### config.mk
export PLATFORM = sky130hd
export DESIGN_NAME = bus_perf_monitor
export DESIGN_NICKNAME = d
export VERILOG_FILES = /design/src/rtl/bpm_pkg.sv /design/src/rtl/bpm_event_detect.sv /design/src/rtl/bpm_event_route.sv /design/src/rtl/bpm_counter.sv /design/src/rtl/bus_perf_monitor.sv
export SDC_FILE = /design/constraint.sdc
export NUM_CORES = 1
export LEC_CHECK = 0
export BUFFER_PORTS_ARGS = -buffer_cell sky130_fd_sc_hd__buf_2
export CORE_AREA = 3 3 243 245
export CTS_BUF_LIST = sky130_fd_sc_hd__clkbuf_4
export DETAILED_ROUTE_END_ITERATION = 10
export DIE_AREA = 0 0 246 248
export GPL_TIMING_DRIVEN = 0
export HOLD_SLACK_MARGIN = 0.05
export SLEW_MARGIN = 10
export SYNTH_ARGS = -nofsm -noshare
export SYNTH_HDL_FRONTEND = slang
export SYNTH_SLANG_ARGS = --single-unit
### constraint.sdc
create_clock -name clk -period 8.3 [get_ports clk]
set_clock_uncertainty 0.2 [all_clocks]
set_input_delay 2.49 -clock clk [delete_from_list [all_inputs] [get_ports clk]]
set_output_delay 2.49 -clock clk [all_outputs]
set_load 0.02 [all_outputs]
### src/rtl/bpm_pkg.sv
`timescale 1ns/1ps
// Package for the bus performance monitor. Holds the agent numbering, the
// counter count, the register map and the control register layout.
// Assumes eight counters and seven monitored agents.
package bpm_pkg;
    localparam int NUM_AGT   = 7;
    localparam int NUM_CNT   = 8;
    localparam int CNT_IDX_W = $clog2(NUM_CNT);
    localparam int REG_AW    = CNT_IDX_W + 1;

    // agent positions on the per-agent vectors
    localparam int AG_DMA0 = 0;
    localparam int AG_DMA1 = 1;
    localparam int AG_DMA2 = 2;
    localparam int AG_ACC  = 3;
    localparam int AG_PXL  = 4;
    localparam int AG_SXL  = 5;
    localparam int AG_CORE = 6;

    // register addresses below the counter window (counters at NUM_CNT + i)
    localparam logic [REG_AW-1:0] ADDR_CTRL = REG_AW'(0);
    localparam logic [REG_AW-1:0] ADDR_OVF  = REG_AW'(1);
    localparam logic [REG_AW-1:0] ADDR_CLR  = REG_AW'(2);

    typedef enum logic [1:0] {
        MODE_OFF = 2'd0,
        MODE_DMA = 2'd1,
        MODE_XLT = 2'd2,
        MODE_RSV = 2'd3
    } mon_mode_t;

    typedef struct packed {
        logic      sat;
        logic      en;
        mon_mode_t mode;
    } mon_ctrl_t;
endpackage

### src/rtl/bpm_event_detect.sv
`timescale 1ns/1ps
// Per-agent event detection. Turns the request, ownership and
// transaction-start lines into ownership, grant and acquisition events.
// Assumes the ownership vector is one-hot or zero.
module bpm_event_detect
    import bpm_pkg::*;
(
    input  logic               clk,
    input  logic               rst_n,
    input  logic [NUM_AGT-1:0] own,
    input  logic [NUM_AGT-1:0] req,
    input  logic [NUM_AGT-1:0] tstart,
    output logic [NUM_AGT-1:0] own_ev,
    output logic [NUM_AGT-1:0] gnt_ev,
    output logic [NUM_AGT-1:0] acq_ev
);
    logic [NUM_AGT-1:0] own_q;

    // remember last cycle's ownership so a new tenure can be recognised
    always_ff @(posedge clk) begin
        if (!rst_n) own_q <= '0;
        else        own_q <= own;
    end

    for (genvar i = 0; i < NUM_AGT; i++) begin : g_agt
        assign own_ev[i] = own[i];
        assign gnt_ev[i] = own[i] & (~own_q[i] | tstart[i]);
        assign acq_ev[i] = req[i] & ~own[i];

        // a fresh tenure always yields a grant event
        a_r2_new_tenure: assert property (@(posedge clk) disable iff (!rst_n)
            $rose(own[i]) |-> gnt_ev[i]);
        // continuing tenure without a strobe yields no grant event
        a_r2_no_repeat: assert property (@(posedge clk) disable iff (!rst_n)
            (own[i] && $past(own[i]) && !tstart[i]) |-> !gnt_ev[i]);
    end
endmodule

### src/rtl/bpm_event_route.sv
`timescale 1ns/1ps
// Mode-dependent routing of agent events onto the counter inputs.
// Purely combinational; modes OFF and RSV route nothing.
module bpm_event_route
    import bpm_pkg::*;
(
    input  mon_mode_t          mode,
    input  logic [NUM_AGT-1:0] own_ev,
    input  logic [NUM_AGT-1:0] gnt_ev,
    input  logic [NUM_AGT-1:0] acq_ev,
    output logic [NUM_CNT-1:0] hit
);
    // pick each counter's event source for the active mode
    always_comb begin
        hit = '0;
        unique case (mode)
            MODE_DMA: begin
                hit[0] = own_ev[AG_DMA0];
                hit[1] = own_ev[AG_DMA1];
                hit[2] = own_ev[AG_DMA2];
                hit[3] = own_ev[AG_ACC];
                hit[4] = gnt_ev[AG_DMA0];
                hit[5] = gnt_ev[AG_DMA1];
                hit[6] = gnt_ev[AG_DMA2];
                hit[7] = gnt_ev[AG_ACC];
            end
            MODE_XLT: begin
                hit[0] = |own_ev;
                hit[1] = own_ev[AG_PXL];
                hit[2] = own_ev[AG_SXL];
                hit[3] = own_ev[AG_CORE];
                hit[4] = acq_ev[AG_PXL];
                hit[5] = acq_ev[AG_SXL];
                hit[6] = acq_ev[AG_CORE];
                hit[7] = gnt_ev[AG_CORE];
            end
            default: hit = '0;
        endcase
    end
endmodule

### src/rtl/bpm_counter.sv
`timescale 1ns/1ps
// One event counter with clear, wrap-or-saturate at the top and an
// overflow pulse. Clear takes priority over an increment.
module bpm_counter #(
    parameter int CNT_W = 32
) (
    input  logic             clk,
    input  logic             rst_n,
    input  logic             clr,
    input  logic             inc,
    input  logic             sat,
    output logic [CNT_W-1:0] count,
    output logic             ovf_set
);
    localparam logic [CNT_W-1:0] CNT_MAX = '1;

    logic at_max;
    assign at_max  = (count == CNT_MAX);
    assign ovf_set = inc & ~clr & at_max;

    // count events; clear first, then wrap or hold at the top
    always_ff @(posedge clk) begin
        if (!rst_n)      count <= '0;
        else if (clr)    count <= '0;
        else if (inc) begin
            if (at_max)  count <= sat ? CNT_MAX : '0;
            else         count <= count + 1'b1;
        end
    end

    // no increment and no clear means the value holds
    a_r7_hold: assert property (@(posedge clk) disable iff (!rst_n)
        (!clr && !inc) |=> $stable(count));
    // wrap to zero at the top when not saturating
    a_r9_wrap: assert property (@(posedge clk) disable iff (!rst_n)
        (inc && !clr && !sat && count == CNT_MAX) |=> (count == '0));
    // saturating counter stays at the top
    a_r10_sat: assert property (@(posedge clk) disable iff (!rst_n)
        (inc && !clr && sat && count == CNT_MAX) |=> (count == CNT_MAX));
    // a clear empties the counter
    a_r12_clear: assert property (@(posedge clk) disable iff (!rst_n)
        clr |=> (count == '0));
endmodule

### src/rtl/bus_perf_monitor.sv
`timescale 1ns/1ps
// Bus master performance event counters. Holds the control register and the
// overflow flags, decodes register writes, drives eight counters from routed
// agent events and returns register reads combinationally.
// Assumes CNT_W >= NUM_CNT so the overflow flags fit in one read word.
module bus_perf_monitor
    import bpm_pkg::*;
#(
    parameter int CNT_W = 32
) (
    input  logic               clk,
    input  logic               rst_n,
    input  logic [NUM_AGT-1:0] agt_own,
    input  logic [NUM_AGT-1:0] agt_req,
    input  logic [NUM_AGT-1:0] agt_tstart,
    input  logic               reg_we,
    input  logic [REG_AW-1:0]  reg_waddr,
    input  logic [CNT_W-1:0]   reg_wdata,
    input  logic               reg_re,
    input  logic [REG_AW-1:0]  reg_raddr,
    output logic [CNT_W-1:0]   reg_rdata
);
    mon_ctrl_t          ctrl_q;
    logic [NUM_CNT-1:0] ovf_q;
    logic [NUM_AGT-1:0] own_ev, gnt_ev, acq_ev;
    logic [NUM_CNT-1:0] hit, clr_vec, ovf_set, w1c;
    logic [CNT_W-1:0]   cnt [NUM_CNT];
    logic               wr_ctrl, mode_chg;
    logic               mode_idle;

    assign wr_ctrl   = reg_we && (reg_waddr == ADDR_CTRL);
    assign mode_chg  = wr_ctrl && (reg_wdata[1:0] != ctrl_q.mode);
    assign w1c       = (reg_we && reg_waddr == ADDR_OVF) ? reg_wdata[NUM_CNT-1:0] : '0;
    assign clr_vec   = {NUM_CNT{mode_chg}}
                     | ((reg_we && reg_waddr == ADDR_CLR) ? reg_wdata[NUM_CNT-1:0] : '0);
    assign mode_idle = (ctrl_q.mode == MODE_OFF) || (ctrl_q.mode == MODE_RSV);

    // control register: mode, enable and saturate bits
    always_ff @(posedge clk) begin
        if (!rst_n)       ctrl_q <= '0;
        else if (wr_ctrl) ctrl_q <= mon_ctrl_t'(reg_wdata[3:0]);
    end

    // sticky overflow flags: clear beats set, set beats write-one-to-clear
    always_ff @(posedge clk) begin
        if (!rst_n) ovf_q <= '0;
        else        ovf_q <= ((ovf_q & ~w1c) | ovf_set) & ~clr_vec;
    end

    bpm_event_detect u_detect (
        .clk    (clk),
        .rst_n  (rst_n),
        .own    (agt_own),
        .req    (agt_req),
        .tstart (agt_tstart),
        .own_ev (own_ev),
        .gnt_ev (gnt_ev),
        .acq_ev (acq_ev)
    );

    bpm_event_route u_route (
        .mode   (ctrl_q.mode),
        .own_ev (own_ev),
        .gnt_ev (gnt_ev),
        .acq_ev (acq_ev),
        .hit    (hit)
    );

    for (genvar i = 0; i < NUM_CNT; i++) begin : g_cnt
        bpm_counter #(.CNT_W(CNT_W)) u_cnt (
            .clk     (clk),
            .rst_n   (rst_n),
            .clr     (clr_vec[i]),
            .inc     (ctrl_q.en & hit[i]),
            .sat     (ctrl_q.sat),
            .count   (cnt[i]),
            .ovf_set (ovf_set[i])
        );

        // a mode change leaves every counter at zero
        a_r8_mode_clear: assert property (@(posedge clk) disable iff (!rst_n)
            mode_chg |=> (cnt[i] == '0));
        // idle modes never move a counter
        a_r6_idle: assert property (@(posedge clk) disable iff (!rst_n)
            (mode_idle && !clr_vec[i]) |=> $stable(cnt[i]));
        // an overflow flag stays set until cleared
        a_r13_sticky: assert property (@(posedge clk) disable iff (!rst_n)
            (ovf_q[i] && !clr_vec[i] && !w1c[i]) |=> ovf_q[i]);
        // an overflow event raises the flag
        a_r9_flag: assert property (@(posedge clk) disable iff (!rst_n)
            (ovf_set[i] && !clr_vec[i]) |=> ovf_q[i]);
    end

    // combinational read port, no side effects on any state
    always_comb begin
        reg_rdata = '0;
        if (reg_re) begin
            if (reg_raddr[REG_AW-1]) begin
                reg_rdata = cnt[reg_raddr[CNT_IDX_W-1:0]];
            end else if (reg_raddr == ADDR_CTRL) begin
                reg_rdata[3:0] = ctrl_q;
            end else if (reg_raddr == ADDR_OVF) begin
                reg_rdata[NUM_CNT-1:0] = ovf_q;
            end
        end
    end

    // the mode change also empties the overflow flags
    a_r8_flags_clear: assert property (@(posedge clk) disable iff (!rst_n)
        mode_chg |=> (ovf_q == '0));
    // no read strobe means zero read data
    a_r11_idle_read: assert property (@(posedge clk) disable iff (!rst_n)
        !reg_re |-> (reg_rdata == '0));
endmodule

==> results of run 1 <==
[registers in the layout, indices dropped and copies added (netlist names)]
register / count
ovf_q: 8
ctrl_q: 4
u_detect.own_q: 5
g_cnt.u_cnt.count: 256
[layout make-up]
cell class,instances,area share
multi-input cells,1701,0.570
flip-flops and latches,273,0.284
well taps,765,0.0497
clock buffers,111,0.0433
plain buffers,119,0.0255
repair buffers,65,0.0170
inverters,28,0.00546
clock inverters,15,0.00429
diodes,3,0.000390
[how the worst max path moves through the flow]
stage                            start             to  depth (start not counted)
after floorplan           reg_raddr[0]   reg_rdata[6]                          6
after global placement    reg_raddr[1]  reg_rdata[21]                          9
after detailed placement  reg_raddr[1]  reg_rdata[21]                          9
after CTS                 reg_raddr[1]  reg_rdata[21]                          9
after global routing      reg_raddr[1]  reg_rdata[21]                          9
final                     reg_raddr[1]  reg_rdata[30]                          9
[power by group]
group          switching [mW]  leakage (nW)  internal [mW]
combinational          0.0819          3.27         0.0357
clock                   0.631         0.552          0.636
sequential            0.00304          2.20           1.31
[per-layer routing]
metal,vias to the layer above,routed length (um),track usage
met3,220,8750,0.0602
met4,8,4320,0.129
met5,-,81,0
met1,9041,30800,0.321
li1,8429,-,-
met2,1206,29500,0.331
[synth_stat cells, types with 4 or more instances]
cell,instances,share of area
a21oi_1,207,0.061
or3_1,12,0.0044
mux2i_1,40,0.023
and2_1,27,0.0099
buf_1,13,0.0029
a21o_1,13,0.0057
xnor2_1,32,0.016
a211oi_1,19,0.0084
and3_1,52,0.019
nor2b_1,25,0.0092
dfxtp_1,273,0.32
o21ai_1,15,0.0044
nand3_1,133,0.039
nor2_1,172,0.038
nand4_1,82,0.030
and4_1,41,0.021
mux2_2,5,0.0033
a32o_1,16,0.0094
nand3b_1,4,0.0018
a22oi_1,9,0.0040
inv_1,28,0.0062
a41oi_1,9,0.0046
xor2_1,29,0.015
ha_1,10,0.0073
nor4_1,32,0.012
o211a_1,5,0.0029
nor3_1,100,0.029
or4_1,12,0.0053
nand2b_1,12,0.0044
nor4_2,5,0.0037
a311oi_1,15,0.0077
or4_4,4,0.0026
mux4_2,64,0.085
clkbuf_1,73,0.016
o21ai_0,154,0.045
nand2_1,204,0.045
o41ai_1,5,0.0026
nor3b_1,5,0.0022
o31ai_1,12,0.0053
o22ai_1,5,0.0018
buf_2,32,0.0094
a31oi_1,61,0.022
nor3_2,5,0.0029
[through the flow]
stage,power (mW),setup slack [ns]
2_1_floorplan,1.41,1.53
3_3_place_gp,1.46,0.673
3_5_place_dp,1.46,0.626
4_1_cts,2.72,0.613
5_1_grt,2.79,0.454
6_report,2.70,0.592
[worst max-delay path, delay by kind of cell]
kind / cells / cell delay [ns]
multiplexers: 2 / 0.80
buffers and inverters: 6 / 1.64
AND/OR/NAND/NOR: 1 / 0.08
[logic make-up (layout without fill, tap and decap cells)]
kind of cell,after synthesis,in the layout
compound gates,566,566
xor+xnor,61,61
fa+ha+maj,10,10
buf+inv,147,338
flops,273,273
mux,109,109
other cells,0,3
simple gates,955,955
==> impl_results.md, run 1 <==
* Largest net degree at the start of global routing at 11
* Post-layout nets at 2342
* Hold worst-path end: ovf_q[3]
* Slowest cell on crit path: mux2i_1
* Power per cell area at 140 nW/um^2
* Max-slew headroom at 0.144
* Clock Pin Slew Worst Setup and Hold Paths at 0.06 ns
* H-Tree Depth at 3
* Leading cell type in the layout, fill and taps excluded: dfxtp_1
* Sequential area share after synthesis at 0.321
* Prevailing post-synth register cell: dfxtp_1
* Lkg Pwr at 6.02 nW
* Layout Utilization at 0.336
* Antenna violations before repair at 7
* Vias per inst at 6.14
* Placed cell count at 2951
* Yosys warning total at 0
* Final Cell Area at 19300 um^2
* I/O pin count at 97
* Worst Hold Class: reg -> reg
* Status: completed
* Peak VDD IR at 56.8 uV
* Wire per inst at 23.8 um
* Max Slew Vio Count at 0
* Largest family of logic cells by synthesized area: simple AND/OR/NAND/NOR gates
* Post-synth EDFFs at 0
* CTS Root Cell: clkbuf_4
* TritonCTS buffer count at 79
* Area of the multi-input gates at 11000 um^2
* Rows at 88
* Post-Route WL at 73400 um
* Initial core utilization at 0.297
* Clock Latency Late Sink at 0.81 ns
* Startpoint Class: input pin
* Hold Buf Count CTS at 0
* Post-Synthesis Cells at 2121
* Compound-cell area share of the yosys netlist at 0.197
* DP Area at 18300 um^2
* Die area at 61000 um^2
* R2R depth at 8
* Setup Fix Bufs, Post-CTS at 0
* Layout cells sized above 1 at 0.136
* Multiplexer area fraction after synthesis at 0.111
* Most frequent cells in the layout: dfxtp_1, a21oi_1, nand2_1, nor2_1, o21ai_0
* HPWL after detailed placement at 55900 um
* Routed Antenna Nets at 0
* Yosys cell types at 71
* WHS Path Cells at 2
* Post-synthesis instance area at 17000 um^2
* R2R setup slack at 4.59 ns
* CP Max Fanout at 10
* Most used cell, CP: buf_2
* Crit-path cells: buf_2 > buf_2 > buf_2 > buf_2 > buf_2 > mux4_2 > mux2i_1 > nor2_1 > buf_2
* Final-report setup violation count at 0
* Peak Freq at 0.130 GHz
* Fin crit period at 7.71 ns
* DRC violations left at 0
* WS Path Type: in -> out
* Die span in y at 248 um
* PortBufs at 64
* Routability cong. at 1.00
* Iter 0 DRT Violations at 2807
* Drt first pass iters at 7
* Grt total ovfl at 0
* Max Cap Violations at 0
* WP data required at 5.61 ns
* Actual slew at the worst max-slew pin at 1.28 ns
* Post-synthesis async set-or-reset flop share at 0
* Die extent in x at 246 um
* Storage element area at 5470 um^2
* Area Growth Syn to Fin at 13.0%
* # clock sinks at 273
* Final std cells w/o fill at 3080
* Flops & latches, synth at 273
* Slowest cell delay on critical path at 0.46 ns
* Via count at 18900
* Xor-xnor portion of the synthesized cell area at 0.0314
* RSZ-0062 raised after global routing: no
* Final Hold Violating Endpoints at 0
* Synthesized netlist net count at 2196
* Core ar. at 57400 um^2
* Simple-gate share of the synthesized area at 0.297
* Synthesized area per cell at 8.03 um^2
* Fillcell total at 6025
* Post-CTS sizing at 0
* FF-to-FF End: g_cnt[3].u_cnt.count[7]
* Worst path arrival time at 5.02 ns
* Reg2reg start: ctrl_q[0]
* CTS tree: built
* Adder-cell share of the synthesized area at 0.00734
* Vias in the first global route at 17100
* Setup TNS Final at 0 ns
* CTS max path bufs at 3
* HP Start: ovf_q[3]
* Period utilisation layout at 0.929
* Hold slack at 0.260 ns
* Total GRT Usage at 0.233
* Global-route wire length before repair at 108000 um
* CP endpoint kind: output pin
Power figures use the tool's default switching activity.
==> run 2: changes to the inputs <==
--- a/config.mk
+++ b/config.mk
@@ -12,6 +12,7 @@
 export DIE_AREA = 0 0 246 248
 export GPL_TIMING_DRIVEN = 0
 export HOLD_SLACK_MARGIN = 0.05
+export PLACE_DENSITY = 0.43
 export SLEW_MARGIN = 10
 export SYNTH_ARGS = -nofsm -noshare
 export SYNTH_HDL_FRONTEND = slang
==> impl_results.md, run 2 (synthesis gave the netlist of run 1 again) <==
* Post-CTS sizing at 0 (unchanged)
* CTS tree: built
* WS Path Type: in -> out
* DP Area at 18300 um^2 (about the same)
* Max-slew headroom at 0.0507 (-0.0928)
* Vias in the first global route at 17000 (-0.55%)
* Layout cells sized above 1 at 0.139 (+0.00293)
* Die span in y at 248 um (unchanged)
* Largest net degree at the start of global routing at 12 (+1)
* HP Start: ovf_q[7]
* Post-Route WL at 78200 um (+6.5%)
* TritonCTS buffer count at 86 (+8.9%)
* CP endpoint kind: output pin
* Global-route wire length before repair at 114000 um (+5.5%)
* Drt first pass iters at 6 (-1)
* Sw frac at 0.264 (-0.000885)
* Final setup margin at 0.446 ns (-0.146 ns)
* Period utilisation layout at 0.946 (+0.0176)
* PortBufs at 64 (unchanged)
* WP data required at 5.61 ns (about the same)
* HPWL after detailed placement at 60000 um (+7.3%)
* Actual slew at the worst max-slew pin at 1.41 ns (+0.124 ns)
* Initial core utilization at 0.297 (unchanged)
* DP Worst Slack at 0.496 ns (-0.130 ns)
* Final-report setup violation count at 0 (unchanged)
* Worst Hold Class: reg -> reg
* Die area at 61000 um^2 (unchanged)
* Peak VDD IR at 66.8 uV (+18%)
* Worst path arrival time at 5.16 ns (+0.14 ns)
* Power per cell area at 147 nW/um^2 (+4.8%)
* Via count at 18400 (-2.8%)
* Final std cells w/o fill at 3096 (+0.52%)
* Layout Utilization at 0.338 (+0.00251)
* Post-layout nets at 2348 (+0.26%)
* Final Cell Area at 19400 um^2 (+0.75%)
* H-Tree Depth at 3 (unchanged)
* Vias per inst at 5.94 (-3.3%)
* Max reg flops at 256 (unchanged)
* I/O pin count at 97 (unchanged)
* Grt total ovfl at 0 (unchanged)
* Critical path origin: reg_raddr[0]
* Max Slew Vio Count at 0 (unchanged)
* Most frequent cells in the layout: dfxtp_1, a21oi_1, nand2_1, nor2_1, o21ai_0
* Largest registers: g_cnt.u_cnt.count (256), ovf_q (8), u_detect.own_q (5)
* CP Max Fanout at 10 (unchanged)
* Comb power frac at 0.042 (-0.002)
* Lkg Pwr at 6.09 nW (+1.2%)
* Clk network pwr share at 0.496 (+0.027)
* Clock Pin Slew Worst Setup and Hold Paths at 0.06 ns (about the same)
* Core ar. at 57400 um^2 (unchanged)
* Die extent in x at 246 um (unchanged)
* Wire per inst at 25.3 um (+6.0%)
* Leading cell type in the layout, fill and taps excluded: dfxtp_1
* CTS Root Cell: clkbuf_4
* P_sw at 0.754 mW (+5.3%)
* Final Hold Violating Endpoints at 0 (unchanged)
* Placed cell count at 2950 (-0.034%)
* Routability cong. at 0.939 (-6.6%)
* Area Growth Syn to Fin at 13.8%
* Reg2reg start: ctrl_q[3]
* Sequential power share at 0.462 (-0.025)
* Iter 0 DRT Violations at 2366 (-16%)
* DRC violations left at 0 (unchanged)
* Antenna violations before repair at 7 (unchanged)
* Max Cap Violations at 0 (unchanged)
* Total GRT Usage at 0.252 (+0.0190)
* Peak Freq at 0.127 GHz (-1.9%)
* Internal power at 2.10 mW (+5.7%)
* Setup Fix Bufs, Post-CTS at 0 (unchanged)
* # clock sinks at 273 (unchanged)
* Register with the most flip-flops: g_cnt.u_cnt.count
* Routed Antenna Nets at 0 (unchanged)
* Startpoint Class: input pin
* Setup TNS Final at 0 ns (unchanged)
* Clock Latency Late Sink at 0.84 ns (+0.03 ns)
* Fin crit period at 7.85 ns (+0.146 ns)
* RSZ-0062 raised after global routing: no
* CTS max path bufs at 3 (unchanged)
* Status: completed
* Hold Buf Count CTS at 0 (unchanged)
* Rows at 88 (unchanged)
* Fillcell total at 6099 (+1.2%)
==> run 2: per-layer routing <==
metal	vias up	track usage	part of all wire
met5	-	0	0
met4	0	0.103	0.033
met3	131	0.0489	0.098
met2	935	0.358	0.41
met1	8877	0.371	0.46
li1	8434	-	-
==> run 2: power by group through the flow <==
stage / registers (mW) / logic (mW) / clock network [mW]
2_1_floorplan: 1.34 / 0.0690 / 0
3_3_place_gp: 1.35 / 0.119 / 0
3_5_place_dp: 1.35 / 0.120 / 0
4_1_cts: 1.32 / 0.120 / 1.46
5_1_grt: 1.32 / 0.128 / 1.52
6_report: 1.32 / 0.121 / 1.41
==> run 2: stage by stage <==
stage	power, mW	hold slack [ns]
5_1_grt	2.97	0.295
6_report	2.85	0.263
2_1_floorplan	1.41	0.232
4_1_cts	2.90	0.266
3_3_place_gp	1.46	0.250
3_5_place_dp	1.47	0.257
==> run 2: final timing paths <==
check / to / slack (ns) / cells after the start
max: reg_rdata[7] / 0.45 / 7
min: ovf_q[7] / 0.26 / 2
max reg2reg: g_cnt[7].u_cnt.count[7] / 4.38 / 4
min reg2reg: ovf_q[7] / 0.26 / 2
==> run 2: cell type report <==
class	instances	area (um^2)	share of cell area
Multi-Input combinational cell	1701	11000	0.566
Sequential cell	273	5470	0.282
Tap cell	765	957	0.0493
Clock buffer	120	901	0.0464
Buffer	119	490	0.0253
Timing Repair Buffer	64	320	0.0165
Clock inverter	23	166	0.00858
Inverter	28	105	0.00542
Antenna cell	3	7.51	0.000387
==> run 2: critical path, cell delays in order <==
cell      delay, ns
buf_2          0.28
buf_2          0.44
clkbuf_1       0.62
mux4_2         0.36
mux2i_1        0.10
o21ai_0        0.57
buf_2          0.28
==> run 3: changes to the inputs <==
--- a/config.mk
+++ b/config.mk
@@ -13,6 +13,7 @@
 export GPL_TIMING_DRIVEN = 0
 export HOLD_SLACK_MARGIN = 0.05
 export PLACE_DENSITY = 0.43
+export SETUP_SLACK_MARGIN = 0.5
 export SLEW_MARGIN = 10
 export SYNTH_ARGS = -nofsm -noshare
 export SYNTH_HDL_FRONTEND = slang
==> impl_results.md, run 3 (synthesis gave the netlist of run 1 again) <==
* Total GRT Usage at 0.252 (unchanged)
* Slowest cell on crit path: nor2_1
* Placed cell count at 2950 (unchanged)
* Total power draw at 2.85 mW (about the same)
* TritonCTS buffer count at 86 (unchanged)
* Startpoint Class: input pin
* Routability cong. at 0.939 (unchanged)
* Actual slew at the worst max-slew pin at 1.42 ns (+0.0126 ns)
* Final-report setup violation count at 0 (unchanged)
* Routed Antenna Nets at 0 (unchanged)
* Global-route wire length before repair at 114000 um (unchanged)
* Final std cells w/o fill at 3097 (+0.032%)
* Area Growth Syn to Fin at 13.9% (about the same)
* Max Slew Vio Count at 0 (unchanged)
* CP endpoint kind: output pin
* CP Max Fanout at 10 (unchanged)
* Initial core utilization at 0.297 (unchanged)
* Largest net degree at the start of global routing at 12 (unchanged)
* Setup TNS Final at 0 ns (unchanged)
* I/O pin count at 97 (unchanged)
* Die span in y at 248 um (unchanged)
* Max reg flops at 256 (unchanged)
* Most frequent cells in the layout: dfxtp_1, a21oi_1, nand2_1, nor2_1, o21ai_0
* PortBufs at 64 (unchanged)
* Peak Freq at 0.129 GHz (+1.6%)
* Clock Pin Slew Worst Setup and Hold Paths at 0.06 ns (about the same)
* Setup Fix Bufs, Post-CTS at 0 (unchanged)
* HPWL after detailed placement at 60000 um (unchanged)
* Crit-path cells: buf_2 > buf_2 > clkbuf_4 > buf_2 > buf_2 > mux4_2 > mux2i_1 > nor2_1 > buf_2
* CTS max path bufs at 3 (unchanged)
* DRC violations left at 0 (unchanged)
* Rows at 88 (unchanged)
* Max-slew headroom at 0.0423 (-0.00846)
* Max Cap Violations at 0 (unchanged)
* H-Tree Depth at 3 (unchanged)
* Drt first pass iters at 6 (unchanged)
* Core ar. at 57400 um^2 (unchanged)
* # clock sinks at 273 (unchanged)
* Most used cell, CP: buf_2
* Largest registers: g_cnt.u_cnt.count (256), ovf_q (8), u_detect.own_q (5)
* Layout cells sized above 1 at 0.140 (+0.00129)
* CTS Root Cell: clkbuf_4
* Grt total ovfl at 0 (unchanged)
* Worst path arrival time at 5.04 ns (-0.12 ns)
* Leading cell type in the layout, fill and taps excluded: dfxtp_1
* Peak VDD IR at 66.1 uV (-0.97%)
* Iter 0 DRT Violations at 2364 (-0.085%)
* Period utilisation layout at 0.931 (-0.0150)
* Wire per inst at 25.3 um (+0.18%)
* Slowest cell delay on critical path at 0.44 ns (-0.18 ns)
* WS Path Type: in -> out
* Vias in the first global route at 17000 (unchanged)
* Vias per inst at 5.95 (+0.24%)
* Status: completed
* Via count at 18400 (+0.27%)
* Post-layout nets at 2348 (unchanged)
* Register with the most flip-flops: g_cnt.u_cnt.count
* Clock Latency Late Sink at 0.85 ns (about the same)
* Post-Route WL at 78400 um (+0.21%)
* WP data required at 5.61 ns (about the same)
* Worst Hold Class: reg -> reg
* Antenna violations before repair at 7 (unchanged)
* Power per cell area at 147 nW/um^2 (about the same)
* Die area at 61000 um^2 (unchanged)
* Final Hold Violating Endpoints at 0 (unchanged)
* RSZ-0062 raised after global routing: no
* CTS tree: built
* Lkg Pwr at 6.10 nW (+0.10%)
* Die extent in x at 246 um (unchanged)
* Fin crit period at 7.73 ns (-0.125 ns)
## run 3: per-layer routing
layer	share of wire	GRT usage	routed length, um
met5	0	0	0
met4	0.033	0.103	2570
met3	0.094	0.0489	7330
met2	0.41	0.358	32100
met1	0.46	0.371	36400
## run 3: layout make-up
type | instances | area (um^2)
diodes | 4 | 10.0
plain buffers | 119 | 495
clock buffers | 120 | 901
clock inverters | 23 | 166
fillers | 6095 | 38000
inverters | 28 | 105
multi-input cells | 1701 | 11000
flip-flops and latches | 273 | 5470
well taps | 765 | 957
repair buffers | 64 | 320
## run 3: final timing paths
| kind | startpoint | endpoint | slack, ns | cells after the start |
|---|---|---|---|---|
| worst max-delay path | reg_raddr[1] | reg_rdata[17] | 0.57 | 9 |
| worst min-delay path | ovf_q[7] | ovf_q[7] | 0.26 | 2 |
| worst max register to register | ctrl_q[0] | g_cnt[4].u_cnt.count[23] | 4.45 | 9 |
| worst min register to register | ovf_q[7] | ovf_q[7] | 0.26 | 2 |
## run 3: per-stage QoR
step	setup WS, ns	hold WS (ns)	cell area (um^2)	util
2_1_floorplan	1.53	0.232	17000	-
3_3_place_gp	0.525	0.250	18300	0.319
3_5_place_dp	0.496	0.257	18300	0.319
4_1_cts	0.593	0.266	19400	0.338
5_1_grt	0.490	0.295	19400	0.338
6_report	0.570	0.264	19400	0.338
## run 3: power breakdown
part | internal (mW) | switching [mW]
combinational | 0.0358 | 0.0856
sequential | 1.31 | 0.00353
clock | 0.750 | 0.664
total | 2.10 | 0.754
## run 3: repair_timing
item	CTS	global route
setup endpoints to repair	1	9
hold buffers	0	0
gates resized for setup	1	4
## run 3: critical path, delay by kind of cell
| kind | cells | cell delay, ns |
|---|---|---|
| buffers and inverters | 6 | 1.71 |
| muxes | 2 | 0.38 |
| and+or+nand+nor | 1 | 0.44 |
